**src/rtl/spi_op_pkg.sv**
```systemverilog
package spi_op_pkg;
    localparam int LEN_W  = 9;
    localparam int CODE_W = 5;
    localparam int OPW_W  = LEN_W + CODE_W;
    localparam int REG_DW = OPW_W;

    localparam logic [CODE_W-1:0] OP_CS_HIGH = 5'h00;
    localparam logic [CODE_W-1:0] OP_CS_LOW  = 5'h01;
    localparam logic [CODE_W-1:0] OP_TX      = 5'h08;
    localparam logic [CODE_W-1:0] OP_RX      = 5'h0C;

    localparam logic [7:0] A_STATE    = 8'h18;
    localparam logic [7:0] A_MANUAL   = 8'h20;
    localparam logic [7:0] A_OP_EMPTY = 8'h24;
    localparam logic [7:0] A_OP_STAGE = 8'h28;
    localparam logic [7:0] A_OP_FULL  = 8'h2C;
    localparam logic [7:0] A_OP_PUSH  = 8'h30;
    localparam logic [7:0] A_TX_FULL  = 8'h34;
    localparam logic [7:0] A_TX_DATA  = 8'h38;
    localparam logic [7:0] A_RX_EMPTY = 8'h3C;
    localparam logic [7:0] A_RX_POP   = 8'h40;
    localparam logic [7:0] A_RX_HEAD  = 8'h44;

    typedef enum logic [3:0] {
        ST_IDLE     = 4'd0,
        ST_DISPATCH = 4'd1,
        ST_TX_WAIT  = 4'd2,
        ST_RX_WAIT  = 4'd3,
        ST_SHIFT    = 4'd4,
        ST_BYTE_END = 4'd5
    } seq_state_e;
endpackage

```
**src/rtl/spi_op_fifo.sv**
```systemverilog
module spi_op_fifo #(
    parameter int WIDTH = 8,
    parameter int DEPTH = 16
) (
    input  logic             clk,
    input  logic             rst_n,
    input  logic             push,
    input  logic [WIDTH-1:0] din,
    input  logic             pop,
    output logic [WIDTH-1:0] dout,
    output logic             full,
    output logic             empty
);
    localparam int AW = (DEPTH > 1) ? $clog2(DEPTH) : 1;
    localparam int CW = AW + 1;

    logic [WIDTH-1:0] mem [DEPTH];
    logic [AW-1:0]    wr_ptr, rd_ptr;
    logic [CW-1:0]    count;
    logic             do_push, do_pop;

    assign full    = (count == CW'(DEPTH));
    assign empty   = (count == '0);
    assign do_push = push && !full;
    assign do_pop  = pop && !empty;
    assign dout    = mem[rd_ptr];

    always_ff @(posedge clk) begin
        if (do_push) mem[wr_ptr] <= din;
    end

    always_ff @(posedge clk or negedge rst_n) begin
        if (!rst_n) begin
            wr_ptr <= '0;
            rd_ptr <= '0;
            count  <= '0;
        end else begin
            if (do_push) wr_ptr <= (wr_ptr == AW'(DEPTH-1)) ? '0 : wr_ptr + 1'b1;
            if (do_pop)  rd_ptr <= (rd_ptr == AW'(DEPTH-1)) ? '0 : rd_ptr + 1'b1;
            unique case ({do_push, do_pop})
                2'b10:   count <= count + 1'b1;
                2'b01:   count <= count - 1'b1;
                default: count <= count;
            endcase
        end
    end
endmodule

```
**src/rtl/spi_op_engine.sv**
```systemverilog
module spi_op_engine
    import spi_op_pkg::*;
#(
    parameter int HALF_DIV = 2
) (
    input  logic             clk,
    input  logic             rst_n,
    input  logic             run_en,
    input  logic             op_empty,
    input  logic [OPW_W-1:0] op_word,
    output logic             op_pop,
    input  logic             tx_empty,
    input  logic [7:0]       tx_byte,
    output logic             tx_pop,
    input  logic             rx_full,
    output logic             rx_push,
    output logic [7:0]       rx_byte,
    output logic             sck,
    output logic             cs_n,
    output logic             mosi,
    input  logic             miso,
    output logic             busy,
    output logic [3:0]       state_code
);
    localparam int DIV_W = (HALF_DIV > 1) ? $clog2(HALF_DIV) : 1;

    seq_state_e        state_q, state_d;
    logic [CODE_W-1:0] code_q;
    logic [LEN_W-1:0]  len_q;
    logic              is_rx_q, cs_n_q, sck_q;
    logic [2:0]        bit_q;
    logic [DIV_W-1:0]  div_q;
    logic [7:0]        tx_sh_q, rx_sh_q;
    logic              tick;

    assign tick = (div_q == DIV_W'(HALF_DIV - 1));

    // next-state logic
    always_comb begin
        state_d = state_q;
        unique case (state_q)
            ST_IDLE:
                if (run_en && !op_empty) state_d = ST_DISPATCH;
            ST_DISPATCH: begin
                if (code_q == OP_TX && len_q != '0)      state_d = ST_TX_WAIT;
                else if (code_q == OP_RX && len_q != '0) state_d = ST_RX_WAIT;
                else                                     state_d = ST_IDLE;
            end
            ST_TX_WAIT:
                if (!tx_empty) state_d = ST_SHIFT;
            ST_RX_WAIT:
                if (!rx_full) state_d = ST_SHIFT;
            ST_SHIFT:
                if (tick && sck_q && bit_q == 3'd7) state_d = ST_BYTE_END;
            ST_BYTE_END: begin
                if (len_q == LEN_W'(1)) state_d = ST_IDLE;
                else if (is_rx_q)       state_d = ST_RX_WAIT;
                else                    state_d = ST_TX_WAIT;
            end
            default: state_d = ST_IDLE;
        endcase
    end

    // state register
    always_ff @(posedge clk or negedge rst_n) begin
        if (!rst_n) state_q <= ST_IDLE;
        else        state_q <= state_d;
    end

    // outputs and datapath
    assign op_pop     = (state_q == ST_IDLE) && run_en && !op_empty;
    assign tx_pop     = (state_q == ST_TX_WAIT) && !tx_empty;
    assign rx_push    = (state_q == ST_BYTE_END) && is_rx_q;
    assign rx_byte    = rx_sh_q;
    assign busy       = (state_q != ST_IDLE);
    assign state_code = state_q;
    assign sck        = sck_q;
    assign cs_n       = cs_n_q;
    assign mosi       = tx_sh_q[7];

    always_ff @(posedge clk or negedge rst_n) begin
        if (!rst_n) begin
            code_q  <= '0;
            len_q   <= '0;
            is_rx_q <= 1'b0;
            cs_n_q  <= 1'b1;
            sck_q   <= 1'b0;
            bit_q   <= '0;
            div_q   <= '0;
            tx_sh_q <= '0;
            rx_sh_q <= '0;
        end else begin
            unique case (state_q)
                ST_IDLE: begin
                    if (op_pop) begin
                        code_q  <= op_word[OPW_W-1:LEN_W];
                        len_q   <= op_word[LEN_W-1:0];
                        is_rx_q <= (op_word[OPW_W-1:LEN_W] == OP_RX);
                    end
                end
                ST_DISPATCH: begin
                    if (code_q == OP_CS_HIGH)     cs_n_q <= 1'b1;
                    else if (code_q == OP_CS_LOW) cs_n_q <= 1'b0;
                end
                ST_TX_WAIT: begin
                    if (!tx_empty) begin
                        tx_sh_q <= tx_byte;
                        bit_q   <= '0;
                        div_q   <= '0;
                    end
                end
                ST_RX_WAIT: begin
                    if (!rx_full) begin
                        tx_sh_q <= 8'hFF;
                        bit_q   <= '0;
                        div_q   <= '0;
                    end
                end
                ST_SHIFT: begin
                    if (tick) begin
                        div_q <= '0;
                        if (!sck_q) begin
                            sck_q   <= 1'b1;
                            rx_sh_q <= {rx_sh_q[6:0], miso};
                        end else begin
                            sck_q   <= 1'b0;
                            tx_sh_q <= {tx_sh_q[6:0], 1'b0};
                            bit_q   <= bit_q + 1'b1;
                        end
                    end else begin
                        div_q <= div_q + 1'b1;
                    end
                end
                ST_BYTE_END: len_q <= len_q - 1'b1;
                default: ;
            endcase
        end
    end
endmodule

```
**src/rtl/spi_op_seq.sv**
```systemverilog
module spi_op_seq
    import spi_op_pkg::*;
#(
    parameter int HALF_DIV = 2,
    parameter int OP_DEPTH = 4,
    parameter int DQ_DEPTH = 16
) (
    input  logic              clk,
    input  logic              rst_n,
    input  logic              reg_wr,
    input  logic [7:0]        reg_addr,
    input  logic [REG_DW-1:0] reg_wdata,
    output logic [REG_DW-1:0] reg_rdata,
    output logic              spi_sck,
    output logic              spi_cs_n,
    output logic              spi_mosi,
    input  logic              spi_miso
);
    logic [OPW_W-1:0] op_stage_q, op_head;
    logic             manual_en;
    logic             op_push, op_pop, op_full, op_fifo_empty, op_empty_flag;
    logic             tx_push, tx_pop, tx_full, tx_empty;
    logic             rx_push, rx_pop, rx_full, rx_empty;
    logic [7:0]       tx_head, rx_head, rx_byte;
    logic             eng_busy;
    logic [3:0]       state_code;

    assign op_push = reg_wr && reg_addr == A_OP_PUSH && reg_wdata[0];
    assign tx_push = reg_wr && reg_addr == A_TX_DATA;
    assign rx_pop  = reg_wr && reg_addr == A_RX_POP && reg_wdata[0];
    assign op_empty_flag = op_fifo_empty && !eng_busy;

    always_ff @(posedge clk or negedge rst_n) begin
        if (!rst_n) begin
            op_stage_q <= '0;
            manual_en  <= 1'b0;
        end else if (reg_wr) begin
            if (reg_addr == A_OP_STAGE) op_stage_q <= reg_wdata[OPW_W-1:0];
            if (reg_addr == A_MANUAL)   manual_en  <= reg_wdata[0];
        end
    end

    always_comb begin
        reg_rdata = '0;
        unique case (reg_addr)
            A_STATE:    reg_rdata[3:0] = state_code;
            A_MANUAL:   reg_rdata[0]   = manual_en;
            A_OP_EMPTY: reg_rdata[0]   = op_empty_flag;
            A_OP_STAGE: reg_rdata      = op_stage_q;
            A_OP_FULL:  reg_rdata[0]   = op_full;
            A_TX_FULL:  reg_rdata[0]   = tx_full;
            A_RX_EMPTY: reg_rdata[0]   = rx_empty;
            A_RX_HEAD:  reg_rdata[7:0] = rx_head;
            default:    reg_rdata      = '0;
        endcase
    end

    spi_op_fifo #(.WIDTH(OPW_W), .DEPTH(OP_DEPTH)) u_op_q (
        .clk(clk), .rst_n(rst_n), .push(op_push), .din(op_stage_q),
        .pop(op_pop), .dout(op_head), .full(op_full), .empty(op_fifo_empty)
    );

    spi_op_fifo #(.WIDTH(8), .DEPTH(DQ_DEPTH)) u_tx_q (
        .clk(clk), .rst_n(rst_n), .push(tx_push), .din(reg_wdata[7:0]),
        .pop(tx_pop), .dout(tx_head), .full(tx_full), .empty(tx_empty)
    );

    spi_op_fifo #(.WIDTH(8), .DEPTH(DQ_DEPTH)) u_rx_q (
        .clk(clk), .rst_n(rst_n), .push(rx_push), .din(rx_byte),
        .pop(rx_pop), .dout(rx_head), .full(rx_full), .empty(rx_empty)
    );

    spi_op_engine #(.HALF_DIV(HALF_DIV)) u_engine (
        .clk(clk), .rst_n(rst_n), .run_en(manual_en),
        .op_empty(op_fifo_empty), .op_word(op_head), .op_pop(op_pop),
        .tx_empty(tx_empty), .tx_byte(tx_head), .tx_pop(tx_pop),
        .rx_full(rx_full), .rx_push(rx_push), .rx_byte(rx_byte),
        .sck(spi_sck), .cs_n(spi_cs_n), .mosi(spi_mosi), .miso(spi_miso),
        .busy(eng_busy), .state_code(state_code)
    );
endmodule

```
**config.mk**
```make
export PLATFORM = sky130hd
export DESIGN_NAME = spi_op_seq
export DESIGN_NICKNAME = d
export VERILOG_FILES = /design/src/rtl/spi_op_pkg.sv /design/src/rtl/spi_op_fifo.sv /design/src/rtl/spi_op_engine.sv /design/src/rtl/spi_op_seq.sv
export SDC_FILE = /design/constraint.sdc
export NUM_CORES = 1
export LEC_CHECK = 0
export BUFFER_PORTS_ARGS = -buffer_cell sky130_fd_sc_hd__buf_2
export CELL_PAD_IN_SITES_DETAIL_PLACEMENT = 1
export CELL_PAD_IN_SITES_GLOBAL_PLACEMENT = 1
export CORE_UTILIZATION = 30
export CTS_BUF_LIST = sky130_fd_sc_hd__clkbuf_4 sky130_fd_sc_hd__clkbuf_8 sky130_fd_sc_hd__clkbuf_16
export DETAILED_ROUTE_END_ITERATION = 10
export PLACE_DENSITY = 0.48
export SYNTH_ARGS = -nofsm -noshare
export SYNTH_HDL_FRONTEND = slang
export SYNTH_SLANG_ARGS = --single-unit
```
**constraint.sdc**
```tcl
create_clock -name clk -period 4.7 [get_ports clk]
set_input_delay 0.705 -clock clk [delete_from_list [all_inputs] [get_ports clk]]
set_output_delay 0.705 -clock clk [all_outputs]
set_load 0.02 [all_outputs]
```
=== Word level (Yosys, flattened, before mapping) ===
Memories as Yosys holds them, arrays and structs flattened.
Cells that the tools add are included.

* Add/sub/neg operators: 15
* Equal/unequal tests: 44
* Muxes and demuxes: 47
* Bitwise gates (word level): 1
* Reduce and logical (&&, ||, !) cells: 51

{| class="wikitable"
|+ Operators with widths
! cell !! number
|-
| == test 8 x 6 -> 1 bit (second input constant) || 8
|-
| two-way mux 4 bit || 10
|-
| two-way mux 8 bit || 4
|-
| one-hot mux 4 bit (6 select lines) || 1
|-
| one-hot mux 8 bit (3 select lines) || 1
|-
| logical AND 1 bit || 21
|-
| one-hot mux 5 bit (2 select lines) || 2
|-
| one-hot mux 3 bit (3 select lines) || 2
|-
| one-hot mux 9 bit (2 select lines) || 1
|-
| adder 4 x 1 -> 4 bit (second input constant) || 4
|-
| == test 4 bit (second input constant) || 4
|-
| == test 8 x 7 -> 1 bit (second input constant) || 2
|-
| == test 5 x 4 -> 1 bit (second input constant) || 3
|-
| logical NOT 5 bit || 3
|-
| two-way mux 1 bit || 13
|-
| two-way mux 3 bit || 4
|-
| AND reduction 2 bit || 6
|-
| adder 5 x 1 -> 5 bit (second input constant) || 2
|-
| == test 2 bit (second input constant) || 5
|-
| == test 5 bit (second input constant) || 2
|-
| nonzero test 2 bit || 5
|-
| subtractor 5 x 1 -> 5 bit (second input constant) || 2
|-
| == test 9 x 1 -> 1 bit (second input constant) || 1
|-
| two-way mux 9 bit || 1
|-
| 30 further kinds || 51
|}

* Bits in registers: 89
* Memory bits (writable): 312
* Word-level logic and storage cells: 182
* Memories kept: 3

{| class="wikitable"
|+ Memory list
! memory !! depth !! bits a word !! rd ports !! clocked after memory_dff !! wr ports !! line !! RTL
|-
| u_rx_q.mem || 16 || 8 || 1 || 0 || 1 || spi_op_fifo.sv:17 || <nowiki>logic [WIDTH-1:0] mem [DEPTH];</nowiki>
|-
| u_tx_q.mem || 16 || 8 || 1 || 0 || 1 || spi_op_fifo.sv:17 ||
|-
| u_op_q.mem || 4 || 14 || 1 || 0 || 1 || spi_op_fifo.sv:17 ||
|}

=== Logic depth before layout (Yosys ltp) ===
* Depth in word-level cells: 6
* Depth in mapped cells: 15
* Gate-level depth less buffers: 12

=== Modules after synthesis ===
A second synthesis with hierarchy kept.

* Cell total of the unflattened synthesis: 1023
* Area, all modules: 17025.1 um2

{| class="wikitable"
|+ Modules (own cells, without submodules)
! module !! instances !! cells each !! area an instance (um2)
|-
| spi_op_fifo at u_rx_q ... || 2 || 311 || 5765.5
|-
| spi_op_fifo at u_op_q || 1 || 113 || 2502.4
|-
| spi_op_engine || 1 || 204 || 2044.5
|-
| spi_op_seq || 1 || 84 || 947.2
|}

=== Worst setup path after synthesis ===
OpenSTA, ideal clock, no wires.

* Path kind: input to register
* From: in reg_addr[5]
* To: reg u_rx_q.count[4]
* Data arrival time: 3.027 ns
* Setup slack: 1.594 ns
* Cell stages on the path: 11
* Path buffers: 1
* Cell sequence: or4b_4 nor3_4 ha_1 clkbuf_1 xor2_1 ha_1 inv_1 o21ai_0 a21o_1 a221oi_1 xor2_1

* Longest elaborated chain between the ends: 6

{| class="wikitable"
|+ Ends and longest elaborated chain
! item !! line !! RTL
|-
| start: declaration || spi_op_seq.sv:11 || <nowiki>input logic [7:0] reg_addr,</nowiki>
|-
| == test 8 x 7 -> 1 bit (*) || spi_op_seq.sv:30 || <nowiki>assign rx_pop = reg_wr && reg_addr == A_RX_POP && reg_wdata[0];</nowiki>
|-
| logical AND 1 bit (*) (2 in a row) || spi_op_seq.sv:30 ||
|-
| logical AND 1 bit (*) || spi_op_fifo.sv:25 || <nowiki>assign do_pop = pop && !empty;</nowiki>
|-
| net u_rx_q.do_pop || spi_op_fifo.sv:20 || <nowiki>logic do_push, do_pop;</nowiki>
|-
| == test 2 x 1 -> 1 bit or == test 2 bit (tied branches) || spi_op_fifo.sv:40 || <nowiki>unique case ({do_push, do_pop})</nowiki>
|-
| one-hot mux 5 bit (2 select lines) or nonzero test 2 bit (tied branches) || - ||
|-
| end signal: assignment || spi_op_fifo.sv:41 || <nowiki>2'b10: count <= count + 1'b1;</nowiki>
|-
| end signal: assignment || spi_op_fifo.sv:42 || <nowiki>2'b01: count <= count - 1'b1;</nowiki>
|-
| end signal: assignment || spi_op_fifo.sv:43 || <nowiki>default: count <= count;</nowiki>
|-
| end: declaration || spi_op_fifo.sv:19 || <nowiki>logic [CW-1:0] count;</nowiki>
|}

Mark *: on every way through the listed nets, which the timed path passes. The rest lies on a longest branch.
A chain may end at the register's enable or synchronous reset.

=== Worst setup path after layout ===
* From: reg u_rx_q.rd_ptr[0]
* To: out reg_rdata[6]

* Longest elaborated chain between the ends: 2

{| class="wikitable"
|+ Ends and longest elaborated chain
! item !! line !! RTL
|-
| start: declaration || spi_op_fifo.sv:18 || <nowiki>logic [AW-1:0] wr_ptr, rd_ptr;</nowiki>
|-
| start signal: assignment || spi_op_fifo.sv:39 || <nowiki>if (do_pop) rd_ptr <= (rd_ptr == AW'(DEPTH-1)) ? '0 : rd_ptr + 1'b1;</nowiki>
|-
| memory (16 x 8 bit) || - ||
|-
| one-hot mux 4 bit (2 select lines) || spi_op_seq.sv:45 || <nowiki>unique case (reg_addr)</nowiki>
|-
| end: declaration || spi_op_seq.sv:13 || <nowiki>output logic [REG_DW-1:0] reg_rdata,</nowiki>
|}

Every way passes these cells.

==> results.ini <==
[placement]
port_buffers = 42
dpl-instance-area_um2 = 17900
place_hpwl_um = 27000
gp_congestion = 0.747

[cells_and_area]
nNetsFinal = 1153
layout-drive-gt1-share_pct = 22.9
antenna_cells = 0
area_growth_syn_to_layout_pct = 15.6
finish.instance_area_um2 = 19400
num-fill-cells = 5623

[synth]
synth.area.top_cells = edfxtp_1 56%, dfrtp_1 13%, mux4_2 8.0%
yosysMostFrequentCell = edfxtp_1
synth-seq-area-share_pct = 68.8
ys_types = 71
syn_area_per_cell_um2 = 16.3
synth_largest_area_cell = edfxtp_1
synthFlopType = edfxtp_1
ys_async_sr_fraction_pct = 22.0
yosys.area.top_type_share_pct = 55.7
synth_edf_count = 312
syn_nets = 1092
yosysWarningCount = 0
synth_common_cells = 312 x edfxtp_1, 87 x dfrtp_1, 78 x nand2_1
syn_area_um2 = 16800
ys_seq_elements = 400
synth_cells = 1035

[route]
route.detailed.drc = 0
drt_first_iter_violations = 580
viasPerCell = 4.83
num_vias = 9083
routed_wirelength_um = 42000
firstDrtPassIters = 5
drtAntennaViolNets = 0
wl_per_cell_um = 22.3

[sta]
drv_slew = 0
worst_pin_slew_ns = 1.07
hold_viol = 0
post-route-min-period_ns = 3.66
setup_violations = 0
slew_headroom_pct = 28.3
holdWs_ns = 0.226
rsz0062_at_grt = false
skew_ns = 0.0201
fmax_mhz = 273
timing.setup.tns_ns = 0
finalCritPeriodShare_pct = 77.9

[critical_path]
slowest_stage = dfrtp_2
path_delay_family = multiplexers
critPathRequiredTime_ns = 3.99
cp_max_fo = 21
criticalPathCategory = reg2out
worst_ep_arrival_time_ns = 2.96
critPathCaptureType = output pin
start_kind = flip-flop
crit_buf_inv = 2
crit_path_cell_trace = buf_12 > mux4_2 > mux2i_1 > a2bb2oi_1 > o21ai_0 > buf_2
slowest_delay_ns = 0.74

[die]
num_rows = 86
start_util_pct = 30.5
core_area_um2 = 55200
io_pins = 43
die_x_um = 239
die_h_um = 239
die_area_um2 = 57000

[global_route]
grt_max_degree = 60
grt_pass1_wl_um = 63800
grt_overflow = 0
grt_pass1_vias = 9590
grtUsageTotal_pct = 15.2
antenna_found_initial = 1

[pwr]
irDropWorstVdd_v = 0.000249
power-per-cell-area_nw_per_um2 = 398
p_leak_uw = 0.00675

[clock_tree]
cts_setup_buffers = 0
clock_latency_ns = 0.58
root_buffer = clkbuf_16
clk_path_buf_depth = 3
cts_sinks = 400
cts_made_buffers = 46
cts_tree = built
cts_max_level = 2
cts.repair.resized = 0
cts_hold_buf = 0
clk_pin_slew_ns = 0.06

[min_path]
worstHoldPathType = in2async

[run_status]
status = complete, no violations

[job]
maxCapViolations = 0

[state kept, by name, indices dropped and copies added, names as in the netlist, 2 cells and up]
signal               cells
u_tx_q.count             5
u_op_q.mem              56
u_rx_q.wr_ptr            4
u_op_q.wr_ptr            2
u_rx_q.mem             128
u_tx_q.rd_ptr            4
u_engine.state_code      3
u_tx_q.mem             128
op_stage_q              14
u_engine.tx_sh_q         8
u_rx_q.count             5
u_engine.bit_q           3
u_rx_q.rd_ptr            4
u_tx_q.wr_ptr            4
u_op_q.rd_ptr            2
u_engine.rx_byte         8
u_engine.code_q          5
u_op_q.count             3
u_engine.len_q           9
[layout make-up]
type	count	area, µm²	area share (%)
multi-input cells	563	4950	25.5
clock buffers	62	1300	6.69
well taps	748	936	4.81
clock inverters	23	221	1.14
flip-flops and latches	400	11600	59.5
repair buffers	61	368	1.89
inverters	24	90.1	0.463
[where the power goes]
| group | switching [µW] | internal [µW] |
|---|---|---|
| Combinational | 149 | 91.5 |
| Sequential | 48.8 | 3830 |
| Clock | 1450 | 2160 |
| Total | 1650 | 6090 |
[per-stage QoR]
| stage | std cells | util (%) | total power [µW] | setup WS (ns) |
|---|---|---|---|---|
| final | 1881 | 35.2 | 7740 | 1.04 |
| after global routing | 1881 | 35.2 | 8010 | 0.785 |
| after CTS | 1881 | 35.2 | 7860 | 0.870 |
| after detailed placement | 1796 | 32.5 | 4200 | 1.18 |
| after global placement | 1796 | 32.5 | 4200 | 1.19 |
| after floorplan | 1035 | - | 4080 | 1.59 |
[worst paths after layout]
| kind | slack, ns | start | cells after the start | endpoint |
|---|---|---|---|---|
| min reg2reg | 0.46 | u_engine.code_q[3] | 1 | u_engine.cs_n |
| min | 0.23 | rst_n | 1 | u_engine.rx_byte[4] |
| max in group asynchronous | 3.43 | rst_n | 2 | u_rx_q.rd_ptr[0] |
| max | 1.04 | u_rx_q.rd_ptr[0] | 6 | reg_rdata[6] |
| max reg2reg | 1.30 | u_engine.state_code[0] | 12 | u_rx_q.count[4] |
| min in group clk | 0.36 | spi_miso | 2 | u_engine.rx_byte[0] |
[kinds of logic after synthesis]
kind of cell | share of synthesized area, %
muxes | 13.4
buffers and inverters | 1.95
xor gates and xnor gates | 0.937
and+or+nand+nor | 7.29
AOI/OAI and AO/OA | 5.21
adders and majority gates | 2.39
DFF | 68.8
[per-layer routing]
metal | up-vias | GRT usage, % | wire length, µm
met5 | - | 0 | 0
met4 | 0 | 3.85 | 851
met3 | 49 | 2.60 | 1430
met2 | 112 | 24.6 | 20100
met1 | 4763 | 21.2 | 19600
li1 | 4159 | - | -
[cells in the final DEF (no fill, tap or decap), drive strengths merged, types with 3 or more instances in the layout]
cell type and n:
buf 61, nand2b 10, a21o 5, nand4 4, o31ai 5, a32o 4
or4 3, nand2 79, mux2 37, clkbuf 62, mux2i 49, xnor2 9
o22ai 10, nor2 49, o22a 5, nand3 22, mux4 60, ha 29
a21oi 10, nor4 7, nand3b 7, nor3 18, and2 6, a2bb2oi 5
nor2b 9, and3 13, o211ai 5, inv 26, bufinv 4, a31oi 6
clkinv 17, a22oi 3, dfrtp 87, xor2 9, o2111ai 3, edfxtp 312
a211oi 8, o21ai 46
(Power assumes the default switching activity.)
